## config.mk

```make
export PLATFORM = sky130hd
export DESIGN_NAME = pll_mcode_conv
export DESIGN_NICKNAME = d
export VERILOG_FILES = /design/src/rtl/pll_mcode_pkg.sv /design/src/rtl/pll_div_iter.sv /design/src/rtl/pll_bw_sel.sv /design/src/rtl/pll_mcode_walk.sv /design/src/rtl/pll_mcode_conv.sv
export SDC_FILE = /design/constraint.sdc
export NUM_CORES = 1
export LEC_CHECK = 0
export ABC_AREA = 1
export BUFFER_PORTS_ARGS = -buffer_cell sky130_fd_sc_hd__buf_2
export CAP_MARGIN = 20
export CORE_MARGIN = 2
export CORE_UTILIZATION = 60
export CTS_BUF_LIST = sky130_fd_sc_hd__clkbuf_16
export CTS_CLUSTER_SIZE = 20
export DETAILED_ROUTE_END_ITERATION = 12
export GPL_TIMING_DRIVEN = 0
export HOLD_SLACK_MARGIN = 0.15
export MAX_ROUTING_LAYER = met4
export PLACE_DENSITY = 0.81
export SKIP_CTS_REPAIR_TIMING = 1
export SLEW_MARGIN = 10
export SYNTH_ARGS = -nofsm -noshare
export SYNTH_HDL_FRONTEND = slang
export SYNTH_HIERARCHICAL = 1
export SYNTH_SLANG_ARGS = --single-unit
```

## constraint.sdc

```tcl
create_clock -name clk -period 4.4 [get_ports clk]
set_input_delay 0.88 -clock clk [delete_from_list [all_inputs] [get_ports clk]]
set_output_delay 0.88 -clock clk [all_outputs]
set_load 0.01 [all_outputs]
```

## src/rtl/pll_mcode_pkg.sv

```systemverilog
package pll_mcode_pkg;
  localparam int CODE_W   = 17;
  localparam int LFSR_W   = 15;
  localparam int SELP_W   = 5;
  localparam int SELI_W   = 6;
  localparam int WORD_W   = 32;
  localparam int SELP_LSB = 17;
  localparam int SELI_LSB = 22;

  localparam logic [CODE_W-1:0] SEED    = 17'h04000;
  localparam logic [CODE_W-1:0] CODE_M1 = 17'h18003;
  localparam logic [CODE_W-1:0] CODE_M2 = 17'h10003;

  typedef enum logic {OP_ENC = 1'b0, OP_DEC = 1'b1} op_e;
  typedef enum logic {ST_IDLE = 1'b0, ST_WAIT = 1'b1} top_st_e;

  // forward step: shift right, feedback of the two low bits into bit 14
  function automatic logic [CODE_W-1:0] fwd_step(input logic [CODE_W-1:0] x);
    logic [CODE_W-1:0] r;
    r = {1'b0, x[CODE_W-1:1]};
    r[LFSR_W-1] = r[LFSR_W-1] | (x[0] ^ x[1]);
    return r;
  endfunction

  // inverse step: shift left within 15 bits, feedback into bit 0
  function automatic logic [CODE_W-1:0] rev_step(input logic [CODE_W-1:0] x);
    return {{(CODE_W-LFSR_W){1'b0}}, x[LFSR_W-2:0], x[0] ^ x[LFSR_W-1]};
  endfunction
endpackage

```

## src/rtl/pll_div_iter.sv

```systemverilog
module pll_div_iter #(
  parameter int NUM_W = 11,
  parameter int DEN_W = 10
) (
  input  logic             clk,
  input  logic             rst_n,
  input  logic             start,
  input  logic [NUM_W-1:0] num,
  input  logic [DEN_W-1:0] den,
  output logic             fin,
  output logic [NUM_W-1:0] quot,
  output logic [DEN_W-1:0] rem
);
  localparam int CNT_W = $clog2(NUM_W + 1);

  logic             busy_q, busy_d, fin_q, fin_d;
  logic [CNT_W-1:0] cnt_q, cnt_d;
  logic [NUM_W-1:0] quo_q, quo_d;
  logic [DEN_W-1:0] rem_q, rem_d, den_q, den_d;
  logic [DEN_W:0]   trial, diff;
  logic             ge;

  assign trial = {rem_q, quo_q[NUM_W-1]};
  assign ge    = trial >= {1'b0, den_q};
  assign diff  = trial - {1'b0, den_q};

  always_comb begin
    busy_d = busy_q;
    cnt_d  = cnt_q;
    quo_d  = quo_q;
    rem_d  = rem_q;
    den_d  = den_q;
    fin_d  = 1'b0;
    if (!busy_q) begin
      if (start) begin
        busy_d = 1'b1;
        cnt_d  = CNT_W'(NUM_W);
        quo_d  = num;
        rem_d  = '0;
        den_d  = den;
      end
    end else begin
      rem_d = ge ? diff[DEN_W-1:0] : trial[DEN_W-1:0];
      quo_d = {quo_q[NUM_W-2:0], ge};
      cnt_d = cnt_q - 1'b1;
      if (cnt_q == CNT_W'(1)) begin
        busy_d = 1'b0;
        fin_d  = 1'b1;
      end
    end
  end

  always_ff @(posedge clk or negedge rst_n) begin
    if (!rst_n) begin
      busy_q <= 1'b0;
      fin_q  <= 1'b0;
      cnt_q  <= '0;
      quo_q  <= '0;
      rem_q  <= '0;
      den_q  <= '0;
    end else begin
      busy_q <= busy_d;
      fin_q  <= fin_d;
      cnt_q  <= cnt_d;
      quo_q  <= quo_d;
      rem_q  <= rem_d;
      den_q  <= den_d;
    end
  end

  assign fin  = fin_q;
  assign quot = quo_q;
  assign rem  = rem_q;

  // partial remainder never reaches the divisor
  assert_rem_bound_R9: assert property (@(posedge clk) disable iff (!rst_n)
    busy_q |-> (rem_q < den_q));
  assert_den_nonzero_R9: assert property (@(posedge clk) disable iff (!rst_n)
    busy_q |-> (den_q != '0));
endmodule

```

## src/rtl/pll_bw_sel.sv

```systemverilog
module pll_bw_sel
  import pll_mcode_pkg::*;
#(
  parameter int MSEL_W = 16
) (
  input  logic              clk,
  input  logic              rst_n,
  input  logic              start,
  input  logic [MSEL_W-1:0] msel_in,
  output logic              fin,
  output logic [SELP_W-1:0] selp,
  output logic [SELI_W-1:0] seli
);
  localparam int NUM_W = 11;
  localparam int DEN_W = 10;
  localparam int T_W   = SELI_W - 2;
  localparam logic [NUM_W-1:0] DIVIDEND = NUM_W'(1024);

  logic              wait_q, wait_d, fin_q, fin_d;
  logic [SELP_W-1:0] selp_q, selp_d;
  logic [SELI_W-1:0] seli_q, seli_d;
  logic              mid, div_start, div_fin;
  logic [NUM_W-1:0]  div_quot;
  logic [DEN_W-1:0]  div_rem, div_den;
  logic [T_W-1:0]    t_val;

  assign mid       = (msel_in >= MSEL_W'(60)) && (msel_in <= MSEL_W'(500));
  assign div_start = start && !wait_q && mid;
  assign div_den   = msel_in[DEN_W-1:0] + DEN_W'(9);
  assign t_val     = div_quot[T_W-1:0];

  pll_div_iter #(.NUM_W(NUM_W), .DEN_W(DEN_W)) u_div (
    .clk   (clk),
    .rst_n (rst_n),
    .start (div_start),
    .num   (DIVIDEND),
    .den   (div_den),
    .fin   (div_fin),
    .quot  (div_quot),
    .rem   (div_rem)
  );

  always_comb begin
    wait_d = wait_q;
    selp_d = selp_q;
    seli_d = seli_q;
    fin_d  = 1'b0;
    if (!wait_q) begin
      if (start) begin
        if (msel_in < MSEL_W'(60)) selp_d = SELP_W'(msel_in[5:1]) + SELP_W'(1);
        else                       selp_d = SELP_W'(31);
        if (mid) begin
          wait_d = 1'b1;
        end else begin
          fin_d = 1'b1;
          if      (msel_in > MSEL_W'(16384)) seli_d = SELI_W'(1);
          else if (msel_in > MSEL_W'(8192))  seli_d = SELI_W'(2);
          else if (msel_in > MSEL_W'(2048))  seli_d = SELI_W'(4);
          else if (msel_in > MSEL_W'(500))   seli_d = SELI_W'(8);
          else                               seli_d = {msel_in[5:2], 2'b00} + SELI_W'(4);
        end
      end
    end else if (div_fin) begin
      wait_d = 1'b0;
      fin_d  = 1'b1;
      if (div_rem != '0) seli_d = {t_val, 2'b00};
      else               seli_d = {t_val + T_W'(1), 2'b00};
    end
  end

  always_ff @(posedge clk or negedge rst_n) begin
    if (!rst_n) begin
      wait_q <= 1'b0;
      fin_q  <= 1'b0;
      selp_q <= '0;
      seli_q <= '0;
    end else begin
      wait_q <= wait_d;
      fin_q  <= fin_d;
      selp_q <= selp_d;
      seli_q <= seli_d;
    end
  end

  assign fin  = fin_q;
  assign selp = selp_q;
  assign seli = seli_q;

  // quotient for the mid band fits the selector field
  assert_quot_fits_R9: assert property (@(posedge clk) disable iff (!rst_n)
    (wait_q && div_fin) |-> (div_quot < NUM_W'(15)));
  assert_sel_nonzero_R8: assert property (@(posedge clk) disable iff (!rst_n)
    fin_q |-> ((seli_q != '0) && (selp_q != '0)));
endmodule

```

## src/rtl/pll_mcode_walk.sv

```systemverilog
module pll_mcode_walk
  import pll_mcode_pkg::*;
#(
  parameter int MSEL_W   = 16,
  parameter int MSEL_MAX = 32768
) (
  input  logic              clk,
  input  logic              rst_n,
  input  logic              start,
  input  logic              dir_dec,
  input  logic [MSEL_W-1:0] msel_in,
  input  logic [CODE_W-1:0] code_in,
  output logic              fin,
  output logic [CODE_W-1:0] code_out,
  output logic [MSEL_W-1:0] msel_out
);
  localparam logic [MSEL_W-1:0] LIM = MSEL_W'(MSEL_MAX);
  localparam logic [MSEL_W-1:0] TOP = MSEL_W'(MSEL_MAX + 1);

  logic              run_q, run_d, dec_q, dec_d, fin_q, fin_d;
  logic [CODE_W-1:0] x_q, x_d;
  logic [MSEL_W-1:0] cnt_q, cnt_d;

  always_comb begin
    run_d = run_q;
    dec_d = dec_q;
    x_d   = x_q;
    cnt_d = cnt_q;
    fin_d = 1'b0;
    if (!run_q) begin
      if (start) begin
        dec_d = dir_dec;
        if (!dir_dec) begin
          cnt_d = msel_in;
          if (msel_in == MSEL_W'(0)) begin
            x_d = '0; fin_d = 1'b1;
          end else if (msel_in == MSEL_W'(1)) begin
            x_d = CODE_M1; fin_d = 1'b1;
          end else if (msel_in == MSEL_W'(2)) begin
            x_d = CODE_M2; fin_d = 1'b1;
          end else begin
            x_d = SEED; run_d = 1'b1;
          end
        end else begin
          x_d = code_in;
          if (code_in == CODE_M1) begin
            cnt_d = MSEL_W'(1); fin_d = 1'b1;
          end else if (code_in == CODE_M2) begin
            cnt_d = MSEL_W'(2); fin_d = 1'b1;
          end else begin
            cnt_d = TOP; run_d = 1'b1;
          end
        end
      end
    end else if (!dec_q) begin
      if (cnt_q > LIM) begin
        run_d = 1'b0; fin_d = 1'b1;
      end else begin
        x_d   = fwd_step(x_q);
        cnt_d = cnt_q + 1'b1;
      end
    end else begin
      if ((x_q == SEED) || (cnt_q == '0)) begin
        run_d = 1'b0; fin_d = 1'b1;
      end else begin
        x_d   = rev_step(x_q);
        cnt_d = cnt_q - 1'b1;
      end
    end
  end

  always_ff @(posedge clk or negedge rst_n) begin
    if (!rst_n) begin
      run_q <= 1'b0;
      dec_q <= 1'b0;
      fin_q <= 1'b0;
      x_q   <= '0;
      cnt_q <= '0;
    end else begin
      run_q <= run_d;
      dec_q <= dec_d;
      fin_q <= fin_d;
      x_q   <= x_d;
      cnt_q <= cnt_d;
    end
  end

  assign fin      = fin_q;
  assign code_out = x_q;
  assign msel_out = cnt_q;

  // encode walk never passes one beyond the top multiplier
  assert_enc_bound_R2: assert property (@(posedge clk) disable iff (!rst_n)
    (run_q && !dec_q) |-> (cnt_q <= TOP));
  // encode walk stays inside the 15-bit sequence
  assert_enc_width_R2: assert property (@(posedge clk) disable iff (!rst_n)
    (run_q && !dec_q) |-> (x_q[CODE_W-1:LFSR_W] == '0));
  // after the first inverse step the state is 15 bits wide
  assert_dec_width_R4: assert property (@(posedge clk) disable iff (!rst_n)
    (run_q && dec_q && (cnt_q != TOP)) |-> (x_q[CODE_W-1:LFSR_W] == '0));
endmodule

```

## src/rtl/pll_mcode_conv.sv

```systemverilog
module pll_mcode_conv
  import pll_mcode_pkg::*;
#(
  parameter int MSEL_W   = 16,
  parameter int MSEL_MAX = 32768
) (
  input  logic              clk,
  input  logic              rst_n,
  input  logic              start,
  input  logic              op_dec,
  input  logic [MSEL_W-1:0] msel_in,
  input  logic [16:0]       code_in,
  output logic              busy,
  output logic              done,
  output logic              error,
  output logic [MSEL_W-1:0] msel_out,
  output logic [31:0]       mdiv_out
);
  localparam int PAD_W = WORD_W - SELI_LSB - SELI_W;
  localparam logic [MSEL_W-1:0] LIM = MSEL_W'(MSEL_MAX);

  top_st_e           st_q, st_d;
  op_e               op_q, op_d;
  logic              wg_q, wg_d, bg_q, bg_d;
  logic              done_q, done_d, err_q, err_d;
  logic [MSEL_W-1:0] msel_q, msel_d;
  logic [WORD_W-1:0] mdiv_q, mdiv_d;

  logic              idle, over, bad_req, launch;
  logic              walk_fin, bw_fin;
  logic [CODE_W-1:0] walk_code;
  logic [MSEL_W-1:0] walk_msel;
  logic [SELP_W-1:0] bw_selp;
  logic [SELI_W-1:0] bw_seli;
  logic              wg_n, bg_n;

  assign idle    = (st_q == ST_IDLE);
  assign over    = (msel_in > LIM);
  assign bad_req = start && idle && !op_dec && over;
  assign launch  = start && idle && !(!op_dec && over);

  pll_mcode_walk #(.MSEL_W(MSEL_W), .MSEL_MAX(MSEL_MAX)) u_walk (
    .clk      (clk),
    .rst_n    (rst_n),
    .start    (launch),
    .dir_dec  (op_dec),
    .msel_in  (msel_in),
    .code_in  (code_in),
    .fin      (walk_fin),
    .code_out (walk_code),
    .msel_out (walk_msel)
  );

  pll_bw_sel #(.MSEL_W(MSEL_W)) u_bw (
    .clk     (clk),
    .rst_n   (rst_n),
    .start   (launch && !op_dec),
    .msel_in (msel_in),
    .fin     (bw_fin),
    .selp    (bw_selp),
    .seli    (bw_seli)
  );

  assign wg_n = wg_q | walk_fin;
  assign bg_n = bg_q | bw_fin;

  always_comb begin
    st_d   = st_q;
    op_d   = op_q;
    wg_d   = wg_q;
    bg_d   = bg_q;
    done_d = 1'b0;
    err_d  = err_q;
    msel_d = msel_q;
    mdiv_d = mdiv_q;
    if (idle) begin
      if (bad_req) begin
        done_d = 1'b1;
        err_d  = 1'b1;
        mdiv_d = '0;
      end else if (launch) begin
        st_d  = ST_WAIT;
        op_d  = op_dec ? OP_DEC : OP_ENC;
        wg_d  = 1'b0;
        bg_d  = op_dec;
        err_d = 1'b0;
      end
    end else begin
      wg_d = wg_n;
      bg_d = bg_n;
      if (wg_n && bg_n) begin
        st_d   = ST_IDLE;
        done_d = 1'b1;
        if (op_q == OP_DEC) msel_d = walk_msel;
        else                mdiv_d = {{PAD_W{1'b0}}, bw_seli, bw_selp, walk_code};
      end
    end
  end

  always_ff @(posedge clk or negedge rst_n) begin
    if (!rst_n) begin
      st_q   <= ST_IDLE;
      op_q   <= OP_ENC;
      wg_q   <= 1'b0;
      bg_q   <= 1'b0;
      done_q <= 1'b0;
      err_q  <= 1'b0;
      msel_q <= '0;
      mdiv_q <= '0;
    end else begin
      st_q   <= st_d;
      op_q   <= op_d;
      wg_q   <= wg_d;
      bg_q   <= bg_d;
      done_q <= done_d;
      err_q  <= err_d;
      msel_q <= msel_d;
      mdiv_q <= mdiv_d;
    end
  end

  assign busy     = !idle;
  assign done     = done_q;
  assign error    = err_q;
  assign msel_out = msel_q;
  assign mdiv_out = mdiv_q;

  assert_done_pulse_R11: assert property (@(posedge clk) disable iff (!rst_n)
    done |=> !done);
  assert_done_idle_R11: assert property (@(posedge clk) disable iff (!rst_n)
    done |-> !busy);
  assert_busy_fall_R11: assert property (@(posedge clk) disable iff (!rst_n)
    $fell(busy) |-> done);
  assert_over_range_R10: assert property (@(posedge clk) disable iff (!rst_n)
    (start && !busy && !op_dec && (msel_in > LIM)) |=> (done && error && (mdiv_out == '0)));
  assert_dec_special_R3: assert property (@(posedge clk) disable iff (!rst_n)
    (start && !busy && op_dec && (code_in == CODE_M2)) |=> ##1 (done && (msel_out == MSEL_W'(2))));
  assert_word_pad_R6: assert property (@(posedge clk) disable iff (!rst_n)
    done |-> (mdiv_out[WORD_W-1:SELI_LSB+SELI_W] == '0));
  assert_idle_hold_R12: assert property (@(posedge clk) disable iff (!rst_n)
    (!busy && !start) |=> ($stable(mdiv_out) && $stable(msel_out)));
endmodule

```

==> impl_metrics.py, run 1 <==
metrics = {
    "synth": {
        "yosysTopAreaCell": "dfrtp_1",
        "yosysTopAreaCellShare": 0.380,
        "synth.avg_cell_area_um2": 7.20,
        "syn_area_mm2": 0.00896,
        "yosysWarnings": 6,
        "synth_seq_cells": 136,
        "synth_seq_area_share": 0.380,
        "synth_top_family_by_area": "simple AND/OR/NAND/NOR gates",
        "synth_edf_count": 0,
        "async_flop_share": 1.00,
        "synth.area.mux_share": 0,
        "synth_compound_area_frac": 0.0933,
        "yosys.cell_types.count": 53,
        "ys.flop_type": "dfrtp_1",
        "synth-adder-area-share": 0.0519,
        "synthTopCellsByArea": "dfrtp_1 (38%), nand2_1 (18%), inv_1 (6.6%), nor2_1 (5.0%), ha_1 (4.7%)",
        "postSynthCellCount": 1244,
        "yosys.area_share.simple": 0.355,
        "synth-xor-area-share": 0.0156,
    },
    "floorplanning": {
        "die_height_um": 126,
        "initial_utilization": 0.614,
        "die_w_um": 126,
        "io_pins": 88,
        "coreArea_mm2": 0.0146,
        "rows": 44,
        "fp.dieArea_mm2": 0.0159,
    },
    "placement": {
        "portBuffers": 83,
        "globalplace.congestion": 0.926,
        "placed_cell_area_mm2": 0.00969,
        "dp_hpwl_um": 16800,
    },
    "final_layout": {
        "antenna_cells": 0,
        "drive_above_1_share": 0.171,
        "syn2layout_area_growth_pct": 14.0,
        "utilization": 0.700,
        "final_area_mm2": 0.0102,
        "nNetsFinal": 1432,
    },
    "detailed_routing": {
        "firstDrtPassIters": 7,
        "antenna_left": 0,
        "drt-total-wl_um": 22600,
        "drt_iter0_markers": 718,
        "vias": 8379,
        "wl_per_cell_um": 14.5,
        "post-route-drc-count": 0,
        "viasPerCell": 5.38,
    },
    "grt": {
        "track_usage": 0.297,
        "overflow": 0,
        "antenna_found_initial": 0,
        "grt_pass1_wl_um": 37100,
        "grt_max_degree": 74,
        "grt_pass1_vias": 7730,
    },
    "clock_network": {
        "clockBufferDepth": 2,
        "cts_tree": "built",
        "htree_levels": 4,
        "clk_latency_ns": 0.42,
        "cts_sinks": 136,
        "cts_buffers": 17,
        "cts-root-buf": "clkbuf_16",
        "clk_pin_slew_ns": 0.06,
    },
    "sta": {
        "rsz0062_at_grt": "false",
        "finalCritPeriodShare": 0.627,
        "clock.fmax_ghz": 0.363,
        "holdWs_ns": 0.431,
        "tightest_slew_ns": 0.798,
        "finalClockSkew_ns": 0.00703,
        "finalSetupViolations": 0,
        "hold_violations": 0,
        "drv_slew": 0,
        "tns_ns": 0,
        "slew_headroom": 0.468,
        "min_period_ns": 2.76,
    },
    "pwr": {
        "power.density_mw_per_mm2": 555,
        "ir_worst_vdd_mv": 0.273,
        "p_leak_uw": 0.00559,
    },
    "setup_path": {
        "crit_fanout": 10,
        "rr_worst_depth": 9,
        "critPathCaptureType": "flip-flop",
        "critPathArrivalTime_ns": 3.03,
        "worstSetupPathType": "in2reg",
        "worstSetupStartpointType": "input pin",
        "required_ns": 4.68,
    },
    "run_status": {
        "outcome": "complete, no violations",
    },
    "hold_path": {
        "hold_path.class": "in2async",
    },
    "job": {
        "max_cap_viol_count": 0,
    },
}
## final timing paths
kind / slack, ns / end / startpoint
max in group asynchronous: 3.22 / u_walk/msel_out[11] / rst_n
worst min register to register: 0.48 / mdiv_out[1] / u_walk/code_out[1]
worst max register to register: 2.05 / u_bw/u_div/quot[7] / busy
worst max-delay path: 1.64 / u_bw/u_div/quot[7] / msel_in[1]
min in group clk: 0.48 / mdiv_out[1] / u_walk/code_out[1]
worst min-delay path: 0.43 / mdiv_out[26] / rst_n
## Yosys cell counts, types with 8 or more instances
library cell,n
nand2_1,423
inv_1,157
dfrtp_1,136
nor2_1,120
nand3_1,76
o21ai_0,39
ha_1,34
nand3_2,31
o21ai_1,26
a21oi_1,25
nand4_1,12
o21ai_2,12
xor2_1,12
buf_4,10
nand2_2,10
buf_2,9
inv_2,9
nor2_2,9
buf_6,8
o221ai_1,8
## metal layers
| metal | global-route usage | routed length [um] |
|---|---|---|
| met1 | 0.397 | 10200 |
| met4 | 0.0937 | 518 |
| met5 | - | 0 |
| met3 | 0.0556 | 1260 |
| met2 | 0.463 | 10700 |
## layout by cell type (no fill, tap or decap), types with 3 or more instances in the layout
master,count
nand2_2,10
nand3_1,76
o21ai_1,26
o21ai_0,39
ha_1,34
clkinvlp_4,5
nand4_1,12
xnor2_1,4
nand3b_1,4
buf_6,9
clkbuf_1,6
clkbuf_16,17
buf_2,91
inv_1,159
clkinv_2,4
o22ai_1,4
nand3_2,31
and2_1,4
nor2_2,9
o211ai_1,6
conb_1,15
a21oi_1,25
nor2_1,120
a221oi_1,3
o21ai_2,12
nand2_1,423
nor3_1,3
nor2_4,4
buf_4,10
inv_2,9
xor2_1,12
nand2_4,3
o221ai_1,8
inv_6,4
a22oi_1,5
dfrtp_1,136
## cell type report
| type | count | area [um^2] |
|---|---|---|
| clock inverter | 15 | 104 |
| buffer | 36 | 283 |
| clock buffer | 17 | 425 |
| multi-input combinational | 914 | 4680 |
| inverter | 170 | 642 |
| sequential | 136 | 3400 |
| fill | 1201 | 4370 |
| timing repair buffer | 84 | 449 |
| tap | 184 | 230 |
## cell families (layout without fill, tap and decap cells)
group	after synthesis	in the layout
simple gates	709	709
buf+inv	206	322
compound gates	138	138
flops	136	136
fa+ha+maj	36	36
xor+xnor	16	16
other cells	3	15
## registers in the layout, indices dropped and copies added, names as in the netlist
register           flops
bg_q                   1
busy                   1
done                   1
error                  1
mdiv_out              28
msel_out              16
op_q                   1
u_bw/fin               1
u_bw/seli              6
u_bw/selp              5
u_bw/u_div/busy_q      1
u_bw/u_div/cnt_q       4
u_bw/u_div/den_q      10
u_bw/u_div/fin         1
u_bw/u_div/quot       11
u_bw/u_div/rem        10
u_bw/wait_q            1
u_walk/code_out       17
u_walk/dec_q           1
u_walk/fin             1
u_walk/msel_out       16
u_walk/run_q           1
wg_q                   1
## metrics by stage
stage / std cells / total power [uW] / setup WS, ns
detailed placement: 1524 / 4340 / 1.24
global placement: 1523 / 4270 / 0.612
floorplan: 1256 / 3630 / 1.96
finish: 1556 / 5670 / 1.64
CTS: 1556 / 5650 / 1.68
global route: 1556 / 6100 / 1.38
## report_power, final
| part | internal, uW | total, uW | switching (uW) |
|---|---|---|---|
| clock | 718 | 1290 | 569 |
| sequential | 1590 | 1900 | 313 |
| combinational | 924 | 2480 | 1560 |
## worst max-delay path, stage by stage
cell      delay [ns]
buf_2           0.18
inv_1           0.12
ha_1            0.25
nand2_1         0.10
nand3_2         0.09
nand2_1         0.07
or2_4           0.27
nor2_1          0.21
nor2_1          0.15
inv_1           0.09
clkbuf_1        0.44
o221ai_1        0.19
Power figures use the tool's default switching activity.
==> inputs of run 2 (changes only) <==
--- a/config.mk
+++ b/config.mk
@@ -9,14 +9,14 @@
 export BUFFER_PORTS_ARGS = -buffer_cell sky130_fd_sc_hd__buf_2
 export CAP_MARGIN = 20
 export CORE_MARGIN = 2
-export CORE_UTILIZATION = 60
+export CORE_UTILIZATION = 55
 export CTS_BUF_LIST = sky130_fd_sc_hd__clkbuf_16
 export CTS_CLUSTER_SIZE = 20
 export DETAILED_ROUTE_END_ITERATION = 12
 export GPL_TIMING_DRIVEN = 0
 export HOLD_SLACK_MARGIN = 0.15
 export MAX_ROUTING_LAYER = met4
-export PLACE_DENSITY = 0.81
+export PLACE_DENSITY = 0.78
 export SKIP_CTS_REPAIR_TIMING = 1
 export SLEW_MARGIN = 10
 export SYNTH_ARGS = -nofsm -noshare
==> constraint.sdc (replaced) <==
create_clock -name clk -period 2.4 [get_ports clk]
set_input_delay 0.48 -clock clk [delete_from_list [all_inputs] [get_ports clk]]
set_output_delay 0.48 -clock clk [all_outputs]
set_load 0.01 [all_outputs]
==> impl_metrics.py, run 2 (synthesis gave the netlist of run 1 again) <==
metrics = {
    "detailed_routing": {
        "vias": 8235,
        "firstDrtPassIters": 8,
        "drt_iter0_markers": 687,
        "antenna_left": 0,
        "wl_per_cell_um": 14.2,
        "post-route-drc-count": 0,
        "drt-total-wl_um": 22500,
        "viasPerCell": 5.18,
    },
    "grt": {
        "grtUsageMet3": 0.0378,
        "grt_pass1_vias": 7715,
        "use_met2": 0.442,
        "grt_util_met1": 0.360,
        "grt_max_degree": 88,
        "grt-busiest-layer": "met2",
        "track_usage": 0.273,
        "antenna_found_initial": 0,
        "grt_pass1_wl_um": 37400,
        "overflow": 0,
    },
    "pwr": {
        "combPwrFrac": 0.435,
        "netSwitchingFraction": 0.425,
        "p_int_uw": 6030,
        "p_leak_uw": 0.00560,
        "ir_worst_vdd_mv": 0.504,
        "seqPwrFrac": 0.333,
        "switchingPower_uw": 4450,
        "power.density_mw_per_mm2": 1020,
        "clockPowerShare": 0.233,
    },
    "setup_path": {
        "worstSetupStartpointType": "input pin",
        "worstSetupPathType": "in2reg",
        "crit_chain": "buf_2, inv_1, ha_1, nand2_1, nand3_2, nand2_1, or2_4, nor2_1, nor2_1, inv_1, clkbuf_2, o221ai_1",
        "crit_path_max_incr_delay_ns": 0.27,
        "crit_family": "simple AND/OR/NAND/NOR gates",
        "r2r_end": "u_bw/u_div/quot[7]",
        "rr_worst_depth": 9,
        "r2r_slack_ns": 0.26,
        "timing.rr.start": "busy",
        "required_ns": 2.69,
        "crit_cells": 12,
        "critPathCaptureType": "flip-flop",
        "critPathArrivalTime_ns": 2.45,
        "critPathBufInv": 4,
        "slowest_stage": "or2_4",
        "crit_fanout": 10,
    },
    "sta": {
        "finalSetupViolations": 0,
        "min_period_ns": 2.16,
        "hold_violations": 0,
        "clock.fmax_ghz": 0.463,
        "tns_ns": 0,
        "timing.final.ws_setup_ns": 0.241,
        "slew_headroom": 0.617,
        "drv_slew": 0,
        "finalCritPeriodShare": 0.900,
        "tightest_slew_ns": 0.574,
        "rsz0062_at_grt": "false",
        "finalClockSkew_ns": 0.00496,
    },
    "floorplanning": {
        "fp.dieArea_mm2": 0.0173,
        "initial_utilization": 0.564,
        "io_pins": 88,
        "rows": 46,
        "die_w_um": 132,
        "die_height_um": 132,
        "coreArea_mm2": 0.0159,
    },
    "hold_path": {
        "min_from": "start",
        "hold_depth": 3,
        "worstHoldEndpoint": "op_q",
        "hold_path.class": "in2reg",
    },
    "job": {
        "max_cap_viol_count": 0,
    },
    "clock_network": {
        "htree_levels": 4,
        "clockBufferDepth": 2,
        "clk_latency_ns": 0.42,
        "clk_pin_slew_ns": 0.06,
        "cts_sinks": 136,
        "cts-root-buf": "clkbuf_16",
        "cts_tree": "built",
        "cts_buffers": 17,
    },
    "placement": {
        "placed_cells": 1556,
        "globalplace.congestion": 0.930,
        "placed_cell_area_mm2": 0.00973,
        "portBuffers": 83,
        "dp_hpwl_um": 16700,
        "place_ws_ns": -0.411,
    },
    "final_layout": {
        "syn2layout_area_growth_pct": 14.9,
        "drive_above_1_share": 0.172,
        "antenna_cells": 0,
        "nNetsFinal": 1433,
        "largest_reg_flops": 28,
        "final_area_mm2": 0.0103,
        "layout_common_cells": "nand2_1 (423), inv_1 (159), dfrtp_1 (135)",
        "utilization": 0.648,
        "final_common_cell": "nand2_1",
        "fin_cells": 1589,
    },
    "run_status": {
        "outcome": "complete, no violations",
    },
}
[run 2: how the worst max path moves through the flow]
stage | start | slack, ns | end
floorplan | msel_in[0] | 0.36 | u_bw/u_div/quot[7]
global placement | rst_n | -1.01 | u_walk/msel_out[10]
detailed placement | msel_in[0] | -0.41 | u_bw/u_div/quot[7]
CTS | msel_in[0] | 0.02 | u_bw/u_div/quot[7]
global route | msel_in[3] | 0.04 | u_bw/u_div/quot[10]
finish | msel_in[1] | 0.24 | u_bw/u_div/quot[7]
[run 2: metal layers]
metal  wire length [um]  vias to the layer above
met5                  0                        -
met4                390                        0
met3                935                       31
met2              10800                      233
met1              10300                     3821
li1                   -                     4150
[run 2: power groups by stage]
stage	clock [uW]	combinational (uW)	sequential, uW
2_1_floorplan	0	3130	3520
3_3_place_gp	0	4360	3500
3_5_place_dp	0	4450	3510
4_1_cts	2480	4520	3480
5_1_grt	2590	5110	3570
6_report	2440	4550	3490
[run 2: tightest hold or removal path: cells and delay by family]
kind,cells,cell delay (ns)
and+or+nand+nor,2,0.16
buffers and inverters,1,0.09
[run 2: per-stage QoR]
stage / hold WS (ns) / total power [uW]
finish: 0.342 / 10500
detailed placement: 0.447 / 7970
global route: 0.357 / 11300
global placement: 0.461 / 7860
CTS: -0.00208 / 10500
floorplan: 0.184 / 6660
[run 2: layout make-up]
cell class / count / area, um^2
plain buffers: 36 / 285
flip-flops and latches: 136 / 3400
clock buffers: 17 / 425
clock inverters: 15 / 130
multi-input cells: 914 / 4680
inverters: 170 / 642
repair buffers: 85 / 459
fillers: 1424 / 5590
well taps: 216 / 270
==> inputs of run 3 (changes only) <==
--- a/config.mk
+++ b/config.mk
@@ -17,6 +17,7 @@
 export HOLD_SLACK_MARGIN = 0.15
 export MAX_ROUTING_LAYER = met4
 export PLACE_DENSITY = 0.78
+export REMOVE_ABC_BUFFERS = 1
 export SKIP_CTS_REPAIR_TIMING = 1
 export SLEW_MARGIN = 10
 export SYNTH_ARGS = -nofsm -noshare
==> constraint.sdc (replaced) <==
create_clock -name clk -period 1.9 [get_ports clk]
set_input_delay 0.38 -clock clk [delete_from_list [all_inputs] [get_ports clk]]
set_output_delay 0.38 -clock clk [all_outputs]
set_load 0.01 [all_outputs]
==> impl_metrics.py, run 3 (synthesis gave the netlist of run 1 again) <==
metrics = {
    "sta": {
        "finalCritPeriodShare": 1.04,
        "tightest_slew_ns": 0.807,
        "hold_violations": 0,
        "drv_slew": 0,
        "min_period_ns": 1.97,
        "timing.final.ws_setup_ns": -0.0740,
        "finalClockSkew_ns": 0.00879,
        "clock.fmax_ghz": 0.507,
        "finalSetupViolations": 2,
        "slew_headroom": 0.461,
        "rsz0062_at_grt": "true",
    },
    "final_layout": {
        "final_common_cell": "nand2_1",
        "fin_cells": 1600,
        "layout_common_cells": "nand2_1 (404), inv_1 (155), dfrtp_1 (132)",
        "drive_above_1_share": 0.236,
        "syn2layout_area_growth_pct": 23.4,
        "largest_reg_flops": 28,
        "nNetsFinal": 1444,
    },
    "setup_path": {
        "critPathArrivalTime_ns": 2.33,
        "critPathCaptureType": "flip-flop",
        "crit_fanout": 6,
        "crit_chain": "buf_12, ha_4, nand2_1, inv_1, nand2_1, nand2_1, a21oi_1, nand2_1, nand2_1, nand3_1, a21boi_1",
        "slowest_stage": "dfrtp_4",
        "required_ns": 2.25,
        "worstSetupStartpointType": "flip-flop",
        "crit_path_max_incr_delay_ns": 0.50,
        "worstSetupPathType": "reg2reg",
        "cpMostUsedCell": "nand2_1",
    },
    "clock_network": {
        "cts_tree": "built",
        "cts_buffers": 17,
        "clk_pin_slew_ns": 0.06,
        "htree_levels": 4,
        "cts-root-buf": "clkbuf_16",
        "clk_latency_ns": 0.42,
        "clockBufferDepth": 2,
        "cts_sinks": 136,
    },
    "pwr": {
        "p_total_uw": 15100,
        "p_leak_uw": 0.00575,
        "ir_worst_vdd_mv": 0.812,
        "power.density_mw_per_mm2": 1370,
    },
    "grt": {
        "antenna_found_initial": 2,
        "grt_pass1_wl_um": 36600,
        "overflow": 0,
        "grt_pass1_vias": 7581,
        "track_usage": 0.265,
        "grt_max_degree": 77,
    },
    "placement": {
        "portBuffers": 83,
        "placed_cells": 1520,
        "globalplace.congestion": 0.896,
        "dp_hpwl_um": 15600,
    },
    "detailed_routing": {
        "firstDrtPassIters": 5,
        "drt_iter0_markers": 791,
        "post-route-drc-count": 0,
        "antenna_left": 0,
        "drt-total-wl_um": 24700,
        "vias": 8674,
        "viasPerCell": 5.42,
        "wl_per_cell_um": 15.4,
    },
    "floorplanning": {
        "initial_utilization": 0.564,
        "coreArea_mm2": 0.0159,
        "io_pins": 88,
        "fp.dieArea_mm2": 0.0173,
        "die_height_um": 132,
        "rows": 46,
        "die_w_um": 132,
    },
    "run_status": {
        "outcome": "complete, but fails checks",
        "violations": "setup timing",
    },
    "hold_path": {
        "hold_path.class": "in2reg",
    },
    "job": {
        "max_cap_viol_count": 0,
    },
}
==> run 3: changes by cell type in the layout (fill, tap and decap cells not counted), moves of 7 or more <==
| cell | previous run | this run |
|---|---|---|
| ha_1 | 34 | 12 |
| nand2_2 | 10 | 23 |
| nand2_1 | 423 | 404 |
| nor2_4 | 4 | 12 |
| ha_4 | 0 | 20 |
| nor2_1 | 120 | 104 |
| a21oi_1 | 25 | 18 |
| buf_2 | 91 | 79 |
| nor2_2 | 9 | 17 |
| buf_4 | 10 | 34 |
==> run 3: final timing paths <==
kind                              start             endpoint  slack [ns]  cells after the start
max reg2reg                u_walk/dec_q  u_walk/msel_out[13]       -0.07                     11
min reg2reg                u_bw/seli[3]         mdiv_out[25]        0.47                      2
min in group asynchronous         rst_n         mdiv_out[25]        0.50                      2
max                        u_walk/dec_q  u_walk/msel_out[13]       -0.07                     11
max in group asynchronous         rst_n         u_walk/run_q        0.61                      3
min                          code_in[2]   u_walk/code_out[2]        0.26                      3
==> run 3: worst max-delay path, delay by kind of cell (launching register included) <==
kind / cells / cell delay (ns)
compound gates: 2 / 0.39
fa+ha+maj: 1 / 0.24
buf+inv: 2 / 0.22
flops: 1 / 0.50
simple gates: 6 / 0.54
==> run 3: metrics by stage <==
stage	util	setup slack, ns	hold slack (ns)	cell area (um^2)	setup TNS (ns)
after global placement	0.592	-1.45	0.462	9410	-266.36
after detailed placement	0.595	-1.31	0.402	9450	-59.91
after CTS	0.632	-0.950	-0.0451	10000	-47.60
final	0.696	-0.0740	0.262	11100	-0.0964
after global routing	0.696	-0.139	0.268	11100	-1.48
after floorplan	-	-0.266	0.0844	8720	-5.24
==> run 3: routing by layer <==
layer  part of all wire  GRT usage
met3              0.068     0.0475
met5                  0          -
met1               0.43      0.353
met4              0.026     0.0906
met2               0.48      0.412
==> run 3: layout make-up <==
type                    instances  area, um^2
multi-input cells             918        5250
fillers                      1214        4830
flip-flops and latches        136        3410
repair buffers                126         851
inverters                     170         669
clock buffers                  17         425
well taps                     216         270
clock inverters                13         158
repair inverters                2        16.3
diodes                          2        5.00
==> run 3: power breakdown <==
| group | internal [uW] | total, uW | switching, uW |
|---|---|---|---|
| logic | 2950 | 7300 | 4350 |
| registers | 3690 | 4520 | 827 |
| clock network | 2040 | 3300 | 1260 |
